$ cat src/rtl/can_stat_pkg.sv
`timescale 1ns/1ps
package can_stat_pkg;
  typedef enum logic [1:0] {
    IC_NONE   = 2'b00,
    IC_STATUS = 2'b01,
    IC_MSGCTR = 2'b10
  } icode_t;

  localparam int POS_ERR  = 6;
  localparam int POS_WAKE = 5;
  localparam int POS_RX   = 4;
  localparam int POS_TX   = 3;
  localparam int NUM_STICKY = 2;
endpackage

$ cat src/rtl/csi_err_mon.sv
`timescale 1ns/1ps
module csi_err_mon #(
  parameter int CNT_W = 9,
  parameter int LIMIT = 128
) (
  input  logic             clk,
  input  logic             rst_n,
  input  logic [CNT_W-1:0] tec,
  input  logic [CNT_W-1:0] rec,
  output logic             err_q,
  output logic             err_chg
);
  localparam logic [CNT_W-1:0] LIMIT_V = CNT_W'(LIMIT);

  function automatic logic over_limit(input logic [CNT_W-1:0] a, input logic [CNT_W-1:0] b);
    return (a >= LIMIT_V) || (b >= LIMIT_V);
  endfunction

  logic err_n;
  assign err_n   = over_limit(tec, rec);
  assign err_chg = err_n ^ err_q;

  always_ff @(posedge clk or negedge rst_n) begin
    if (!rst_n) err_q <= 1'b0;
    else        err_q <= err_n;
  end


  err_set_chk: assert property (@(posedge clk) disable iff (!rst_n)
    (tec >= LIMIT_V || rec >= LIMIT_V) |=> err_q);

  err_clr_chk: assert property (@(posedge clk) disable iff (!rst_n)
    (tec < LIMIT_V && rec < LIMIT_V) |=> !err_q);
endmodule

$ cat src/rtl/csi_wake_mon.sv
`timescale 1ns/1ps
module csi_wake_mon (
  input  logic clk,
  input  logic rst_n,
  input  logic doze,
  input  logic pwr_down,
  output logic wake_q,
  output logic wake_fall
);
  logic wake_n;
  assign wake_n    = doze | pwr_down;
  assign wake_fall = wake_q & ~wake_n;

  always_ff @(posedge clk or negedge rst_n) begin
    if (!rst_n) wake_q <= 1'b0;
    else        wake_q <= wake_n;
  end


  wake_track_chk: assert property (@(posedge clk) disable iff (!rst_n)
    (doze || pwr_down) |=> wake_q);

  wake_drop_chk: assert property (@(posedge clk) disable iff (!rst_n)
    (!doze && !pwr_down) |=> !wake_q);
endmodule

$ cat src/rtl/csi_sticky_bit.sv
`timescale 1ns/1ps
module csi_sticky_bit (
  input  logic clk,
  input  logic rst_n,
  input  logic clr,
  input  logic hw_set,
  input  logic wr_en,
  input  logic wr_val,
  output logic bit_q,
  output logic art_set
);
  assign art_set = wr_en & wr_val & ~bit_q;

  always_ff @(posedge clk or negedge rst_n) begin
    if (!rst_n)      bit_q <= 1'b0;
    else if (clr)    bit_q <= 1'b0;
    else if (hw_set) bit_q <= 1'b1;
    else if (wr_en)  bit_q <= wr_val;
  end


  hw_hold_chk: assert property (@(posedge clk) disable iff (!rst_n)
    (bit_q && !clr && !(wr_en && !wr_val)) |=> bit_q);

  set_wins_chk: assert property (@(posedge clk) disable iff (!rst_n)
    (hw_set && !clr) |=> bit_q);
endmodule

$ cat src/rtl/can_stat_irq.sv
`timescale 1ns/1ps
module can_stat_irq
  import can_stat_pkg::*;
#(
  parameter int CNT_W  = 9,
  parameter int LIMIT  = 128,
  parameter int DATA_W = 8
) (
  input  logic              clk,
  input  logic              rst_n,
  input  logic              ctl_reset,
  input  logic              rx_ok,
  input  logic              rx_stored,
  input  logic              tx_ok,
  input  logic              autobaud,
  input  logic [CNT_W-1:0]  tec,
  input  logic [CNT_W-1:0]  rec,
  input  logic              doze,
  input  logic              pwr_down,
  input  logic              err_ie,
  input  logic              stat_ie,
  input  logic              chan_ie,
  input  logic              mod_ie,
  input  logic              glob_ie,
  input  logic              mc_pend,
  input  logic              reg_wr,
  input  logic              reg_rd,
  input  logic [DATA_W-1:0] reg_wdata,
  output logic [DATA_W-1:0] reg_rdata,
  output logic              rx_stat,
  output logic              tx_stat,
  output logic              err_lvl,
  output logic              wake_stat,
  output logic [1:0]        int_code,
  output logic              irq
);
  // Named internal events, index 0 = receive, 1 = transmit
  logic [NUM_STICKY-1:0] hw_set;
  logic [NUM_STICKY-1:0] wr_bits;
  logic [NUM_STICKY-1:0] art_set;
  logic [NUM_STICKY-1:0] stat_q;
  logic err_chg, wake_fall, sc_set, sc_flag;
  icode_t code;

  assign hw_set[0] = rx_ok & (autobaud | rx_stored);
  assign hw_set[1] = tx_ok;
  assign wr_bits   = {reg_wdata[POS_TX], reg_wdata[POS_RX]};

  logic unused_wbits;
  assign unused_wbits = ^{reg_wdata[DATA_W-1:POS_RX+1], reg_wdata[POS_TX-1:0]};

  for (genvar i = 0; i < NUM_STICKY; i++) begin : g_sticky
    csi_sticky_bit u_bit (
      .clk     (clk),
      .rst_n   (rst_n),
      .clr     (ctl_reset),
      .hw_set  (hw_set[i]),
      .wr_en   (reg_wr),
      .wr_val  (wr_bits[i]),
      .bit_q   (stat_q[i]),
      .art_set (art_set[i])
    );
  end

  csi_err_mon #(.CNT_W(CNT_W), .LIMIT(LIMIT)) u_err (
    .clk(clk), .rst_n(rst_n), .tec(tec), .rec(rec),
    .err_q(err_lvl), .err_chg(err_chg)
  );

  csi_wake_mon u_wake (
    .clk(clk), .rst_n(rst_n), .doze(doze), .pwr_down(pwr_down),
    .wake_q(wake_stat), .wake_fall(wake_fall)
  );

  assign sc_set = (stat_ie & ((|hw_set) | (|art_set) | wake_fall))
                | (err_ie & err_chg);

  always_ff @(posedge clk or negedge rst_n) begin
    if (!rst_n)         sc_flag <= 1'b0;
    else if (ctl_reset) sc_flag <= 1'b0;
    else if (sc_set)    sc_flag <= 1'b1;
    else if (reg_rd)    sc_flag <= 1'b0;
  end

  always_comb begin
    if (sc_flag)      code = IC_STATUS;
    else if (mc_pend) code = IC_MSGCTR;
    else              code = IC_NONE;
  end

  assign int_code = code;
  assign irq      = (sc_flag & chan_ie & mod_ie & glob_ie) | mc_pend;
  assign rx_stat  = stat_q[0];
  assign tx_stat  = stat_q[1];

  always_comb begin
    reg_rdata           = '0;
    reg_rdata[POS_ERR]  = err_lvl;
    reg_rdata[POS_WAKE] = wake_stat;
    reg_rdata[POS_RX]   = rx_stat;
    reg_rdata[POS_TX]   = tx_stat;
  end


  rx_set_chk: assert property (@(posedge clk) disable iff (!rst_n)
    (rx_ok && (autobaud || rx_stored) && !ctl_reset) |=> rx_stat);

  tx_set_chk: assert property (@(posedge clk) disable iff (!rst_n)
    (tx_ok && !ctl_reset) |=> tx_stat);

  rx_flag_chk: assert property (@(posedge clk) disable iff (!rst_n)
    (rx_ok && (autobaud || rx_stored) && stat_ie && !ctl_reset) |=> sc_flag);

  err_flag_chk: assert property (@(posedge clk) disable iff (!rst_n)
    (err_chg && err_ie && !ctl_reset) |=> (int_code == IC_STATUS));

  rd_race_chk: assert property (@(posedge clk) disable iff (!rst_n)
    (reg_rd && sc_set && !ctl_reset) |=> sc_flag);

  rd_clear_chk: assert property (@(posedge clk) disable iff (!rst_n)
    (reg_rd && !sc_set && !ctl_reset) |=> (int_code != IC_STATUS));

  crst_chk: assert property (@(posedge clk) disable iff (!rst_n)
    ctl_reset |=> (!rx_stat && !tx_stat && !sc_flag));
endmodule

$ cat config.mk
export PLATFORM = sky130hd
export DESIGN_NAME = can_stat_irq
export DESIGN_NICKNAME = d
export VERILOG_FILES = /design/src/rtl/can_stat_pkg.sv /design/src/rtl/csi_err_mon.sv /design/src/rtl/csi_wake_mon.sv /design/src/rtl/csi_sticky_bit.sv /design/src/rtl/can_stat_irq.sv
export SDC_FILE = /design/constraint.sdc
export NUM_CORES = 1
export LEC_CHECK = 0
export ABC_AREA = 1
export CORE_AREA = 2 2 44 46
export DETAILED_ROUTE_END_ITERATION = 8
export DIE_AREA = 0 0 46 48
export GPL_ROUTABILITY_DRIVEN = 0
export PLACE_DENSITY = 0.79
export SYNTH_ARGS = -nofsm -noshare
export SYNTH_HDL_FRONTEND = slang
export SYNTH_SLANG_ARGS = --single-unit
$ cat constraint.sdc
create_clock -name clk -period 1.6 [get_ports clk]
set_input_delay 0.16 -clock clk [delete_from_list [all_inputs] [get_ports clk]]
set_output_delay 0.16 -clock clk [all_outputs]
set_load 0.005 [all_outputs]
==> impl_metrics.tcl, run 1 <==
set metrics [dict create \
    status "finished clean" \
    ir_drop_uv 294 \
    hold_buffers 0 \
    ys_types 16 \
    drc 0 \
    layoutNonFillerInstCount 97 \
    finalPower_w 0.000423 \
    criticalPathCategory "primary input to output pin" \
    root_buffer "clkbuf_4" \
    clk-insertion-delay-late_ns 0.24 \
    setup_violations 0 \
    final_layout_size_suffix_gt1_frac 0.100 \
    required_ns 1.44 \
    leakage_nw 0.306 \
    cts_setup_buffers 0 \
    setup_tns_ns 0 \
    cts_tree "done" \
    clk_pin_slew_ns 0.04 \
    dp_hpwl_um 820 \
    min_period_over_period 0.928 \
    io_buffers 33 \
    grtUsageTotal 0.0965 \
    crit_path_end_kind "output pin" \
    place_area_um2 672 \
    first_global_vias 353 \
    period_minus_slack_ns 1.49 \
    rsz0062_at_grt "false" \
    whs_ns 0.142 \
    postRouteAntennaNets 0 \
    grt-ovfl-total 0 \
    synthesis.area_um2 377 \
    design_area_um2 698 \
    synth_area_per_cell_um2 7.69 \
    fp.coreArea_um2 1690 \
    ys_ff_latch 5 \
    cp-start-kind "primary input" \
    ios 58 \
    syn_inst 49 \
    vias 405 \
    wire_per_inst_um 9.54 \
    fp.dieW_um 46 \
    synth_edf_count 0 \
    synth_flop_cell "dfrtp_1" \
    p_clk_frac 0.349 \
    die_y_um 48 \
    cts_max_level 1 \
    first_iter_violations 6 \
    fin_nets 124 \
    async_flop_share 1.00 \
    dp.cells 93 \
    start_util 0.223 \
    powerDensity_nw_per_um2 605 \
    internal-power_w 0.000320 \
    cts-resized-gates 0 \
    hold_class "primary input to asynchronous set/reset pin" \
    max_freq_mhz 673 \
    wl_um 925 \
    reg2reg_depth 5 \
    critPathMaxFanout 1 \
    yosysSeqAreaShare 0.332 \
    fin_worst_skew_ns 0.0000941 \
    synthTopCellsByArea "dfrtp_1 (33%), buf_4 (18%), nand3_1 (8.0%)" \
    clock-sinks 5 \
    power.share.sequential 0.336 \
    synth_commonest_cells "buf_4 (9), inv_1 (8), nand3_1 (6), dfrtp_1 (5), nand2_1 (4)" \
    p_sw_w 0.000103 \
    yosysMostFrequentCell "buf_4" \
    slew_violations 0 \
    timing.final.hold_violations 0 \
    placementRows 15 \
    cts_buffer_depth 2 \
    grt_first_pass_wirelength_mm 1.39 \
    p_comb_frac 0.315 \
    vias_per_cell 4.18 \
    maxCapViolations 0 \
    yosysTopAreaCellShare 0.332 \
    switching_share 0.243 \
    area_growth_pct 85.4 \
    ys_warn_count 0 \
    drt_pass1_iterations 4 \
    yosys.area.top_type "dfrtp_1" \
    crit_arrival_ns 1.33 \
    grt_max_degree 6 \
    cts-buffers-inserted 3 \
    antenna_cells 0 \
    antenna_found_initial 0 \
    die_area_um2 2210 \
]
==> worst max-delay path, stage by stage <==
cell and delay (ns):
clkdlybuf4s50_1 0.46, nand3_1 0.07, o21ai_1 0.12, clkdlybuf4s50_1 0.52
==> power groups by stage <==
stage          Combinational [W]  Clock (W)  Sequential [W]
2_1_floorplan          0.0000510          0        0.000144
3_3_place_gp            0.000133          0        0.000144
3_5_place_dp            0.000135          0        0.000144
4_1_cts                 0.000135   0.000154        0.000142
5_1_grt                 0.000146   0.000167        0.000143
6_report                0.000133   0.000147        0.000142
==> flip-flops by register name (all words and copies together), names as in the netlist <==
name	cells
u_err.err_q	1
u_wake.wake_q	1
sc_flag	1
g_sticky.u_bit.bit_q	2
==> layer usage <==
metal | track usage | wire length, um | share of wire | vias to the layer above
met5 | 0 | 0 | 0 | -
met4 | 0.0343 | 0 | 0 | 0
met3 | 0.0717 | 118 | 0.13 | 0
met2 | 0.156 | 459 | 0.50 | 25
met1 | 0.0966 | 347 | 0.38 | 173
li1 | - | - | - | 207
==> cells by family after synthesis <==
family | after synthesis | share of synthesized area
AO/OA/AOI/OAI | 9 | 0.156
buffers and inverters | 17 | 0.259
flip-flops | 5 | 0.332
other | 1 | 0.00996
AND/OR/NAND/NOR | 17 | 0.243
==> through the flow <==
stage               worst slack (ns)   util
floorplan                      0.725      -
global placement               0.130  0.398
detailed placement             0.117  0.398
CTS                            0.106  0.413
global route                  0.0561  0.413
finish                         0.115  0.413
==> final timing paths <==
| check | start | slack [ns] | to |
|---|---|---|---|
| min | rst_n | 0.14 | sc_flag$_DFFE_PN0P_ |
| min in group clk | pwr_down | 0.49 | u_wake.wake_q$_DFF_PN0_ |
| min reg2reg | g_sticky[0].u_bit.bit_q$_DFFE_PN0P_ | 0.56 | g_sticky[0].u_bit.bit_q$_DFFE_PN0P_ |
| max in group asynchronous | rst_n | 1.26 | u_err.err_q$_DFF_PN0_ |
| max reg2reg | g_sticky[1].u_bit.bit_q$_DFFE_PN0P_ | 0.66 | sc_flag$_DFFE_PN0P_ |
| max | glob_ie | 0.11 | irq |
==> cell usage in the layout (no fill, tap or decap), drive strengths merged <==
cell           netlist  routed
nand3                6       6
o21bai               1       1
nor2                 5       5
clkdlybuf4s50        0      33
dfrtp                5       5
or2                  1       1
nand2                5       5
o21ai                4       4
a31o                 1       1
inv                  8       8
conb                 1       4
a21oi                3       3
clkbuf               0       4
==> layout make-up <==
cell class	instances	area, um^2
clock buffer	4	26.3
timing repair buffer	33	330
multi-input combinational	30	165
fill	168	991
sequential	5	125
inverter	8	30.0
tap	17	21.3
(Power assumes the default switching activity.)
==> inputs of run 2 (changes only) <==
Settings changed: ABC_AREA 1 to unset, PLACE_DENSITY 0.79 to 0.78.
Clock period 1.6 ns to 1.4 ns, I/O delays scaled along.
==> run 2 against run 1 <==
Effect of this change: final area rose by 0.72%; critical path depth down 1; via count fell by 5.9%; combinational power rose by 17%; core utilization is 0.30 points higher; global-route usage grew 0.56 points.
==> impl_metrics.tcl, run 2 <==
set metrics [dict create \
    powerDensity_nw_per_um2 683 \
    antenna_cells 0 \
    dp.cells 83 \
    dp_hpwl_um 812 \
    grt_max_degree 6 \
    vias_per_cell 4.23 \
    synth_flop_cell "dfrtp_1" \
    wl_met3_um 134 \
    wl_met1_um 355 \
    wire_per_inst_um 10.6 \
    clk_pin_slew_ns 0.05 \
    required_ns 1.26 \
    crit_family "buffers and inverters" \
    finish.utilization 0.416 \
    grtUsageTotal 0.102 \
    ys_types 17 \
    status "finished clean" \
    rr_startpoint "g_sticky[0].u_bit.bit_q$_DFFE_PN0P_" \
    cpMaxStageDelayCell "dfrtp_1" \
    ir_drop_uv 378 \
    io_buffers 33 \
    fp.coreArea_um2 1690 \
    ys_ff_latch 5 \
    ff_latch_area_um2 125 \
    yosys.area.top_type "dfrtp_1" \
    fp.dieW_um 46 \
    hold_buffers 0 \
    timing.final.hold_violations 0 \
    die_area_um2 2210 \
    root_buffer "clkbuf_4" \
    setup_ws_ns 0.0543 \
    cts_tree "done" \
    yosysSeqAreaShare 0.357 \
    die_y_um 48 \
    timing.rr.end "sc_flag$_DFFE_PN0P_" \
    wl_met2_um 468 \
    clock-sinks 5 \
    routed.top_layer "met3" \
    vias 381 \
    synth_edf_count 0 \
    final_layout_size_suffix_gt1_frac 0.151 \
    yosysMostFrequentCell "buf_4" \
    drc 0 \
    clk-insertion-delay-late_ns 0.24 \
    largest_reg_flops 2 \
    setup_tns_ns 0 \
    hold_class "primary input to asynchronous set/reset pin" \
    criticalPathCategory "register to output pin" \
    regMostFlops "g_sticky.u_bit.bit_q" \
    ios 58 \
    cts_max_level 1 \
    synth_area_per_cell_um2 9.22 \
    drt_pass1_iterations 4 \
    leakage_nw 0.312 \
    antenna_found_initial 0 \
    first_global_vias 393 \
    slew_violations 0 \
    period_minus_slack_ns 1.35 \
    area_growth_pct 101 \
    nFillCells 184 \
    layout_common_cells "clkdlybuf4s50_1 (31), dfrtp_1 (5)" \
    layoutNonFillerInstCount 90 \
    yosysTopAreaCellShare 0.357 \
    async_flop_share 1.00 \
    start_util 0.207 \
    reg2reg_depth 4 \
    min_period_over_period 0.961 \
    synth_commonest_cells "buf_4 (9), dfrtp_1 (5), nor2_1 (4), nor2b_1 (4)" \
    crit_arrival_ns 1.21 \
    rsz0062_at_grt "false" \
    setup_violations 0 \
    critPathMaxFanout 3 \
    finalPower_w 0.000480 \
    max_freq_mhz 743 \
    synthTopCellsByArea "dfrtp_1 (36%), buf_4 (19%), nor2b_1 (7.1%)" \
    multiInputGateArea_um2 161 \
    cp_cell_sequence "buf_4 -> a41o_1 -> dlygate4sd2_1" \
    crit_path_end_kind "output pin" \
    cts-buffers-inserted 3 \
    fin_worst_skew_ns 0.00546 \
    place_ws_ns -0.169 \
    grt-ovfl-total 0 \
    wl_um 958 \
    maxCapViolations 0 \
    critical-path-max-stage-delay_ns 0.38 \
    postRouteAntennaNets 0 \
    grt_first_pass_wirelength_mm 1.53 \
    rrSetupSlack_ns 0.16 \
    ys_warn_count 0 \
    fin_nets 117 \
    cp-start-kind "register" \
    syn_inst 38 \
    critPathBufInv 2 \
    placementRows 15 \
    cts_buffer_depth 2 \
    first_iter_violations 5 \
    final_common_cell "clkdlybuf4s50_1" \
    synthesis.area_um2 350 \
]
## run 2: changes by cell type after synthesis, moves of 2 or more
cell	change
inv_1	-6
nand3_1	-6
nor2b_1	+4
nand2_1	-3
o21ai_1	-3
a211oi_1	+2
a21oi_1	-2
nand2b_1	+2
nor2_4	-2
## run 2: worst max-delay path by stage
| stage | from | depth (start not counted) | slack [ns] | end |
|---|---|---|---|---|
| 2_1_floorplan | g_sticky[0].u_bit.bit_q$_DFFE_PN0P_ | 4 | 0.26 | sc_flag$_DFFE_PN0P_ |
| 3_3_place_gp | tec[8] | 4 | -0.13 | sc_flag$_DFFE_PN0P_ |
| 3_5_place_dp | tec[8] | 4 | -0.17 | sc_flag$_DFFE_PN0P_ |
| 4_1_cts | mc_pend | 3 | 0.002 | int_code[1] |
| 5_1_grt | sc_flag$_DFFE_PN0P_ | 3 | 0.02 | irq |
| 6_report | sc_flag$_DFFE_PN0P_ | 3 | 0.05 | irq |
## run 2: layer usage
metal  vias up  global-route usage
li1        187                   -
met1       172              0.0971
met2        22               0.172
met3         0              0.0528
met4         0              0.0686
met5         -                   0
## run 2: worst reg2reg max path, stage by stage (launching register included)
cell,delay [ns]
dfrtp_1,0.38
nand2b_1,0.13
a21boi_0,0.08
o41ai_1,0.43
a21oi_2,0.09
## run 2: what timing repair did
action | 4_1_cts | 5_1_grt
endpoints found under the setup margin | 2 | 1
pin swaps | 1 | 0
resized for setup | 1 | 1
buffers inserted | 3 | 0
## run 2: layout make-up
class / count / share of cell area
clock buffer: 4 / 0.0374
inverter: 2 / 0.0107
multi-input combinational: 25 / 0.230
sequential: 5 / 0.178
tap: 17 / 0.0302
timing repair buffer: 37 / 0.514
## run 2: power by group
part           internal [W]  switching [W]
clock network      0.000108      0.0000562
logic              0.000112      0.0000437
registers          0.000154     0.00000720
total              0.000373       0.000107
## run 2: cells by family after synthesis
group / count (synthesis) / synth area share
simple gates: 13 / 0.211
compound gates: 8 / 0.207
other cells: 1 / 0.0107
buf+inv: 11 / 0.214
flops: 5 / 0.357
## run 2: per-stage QoR
| stage | area, um^2 | hold slack [ns] |
|---|---|---|
| final | 703 | 0.120 |
| after global routing | 703 | 0.131 |
| after CTS | 701 | 0.123 |
| after detailed placement | 653 | 0.382 |
| after global placement | 653 | 0.379 |
| after floorplan | 362 | -0.156 |
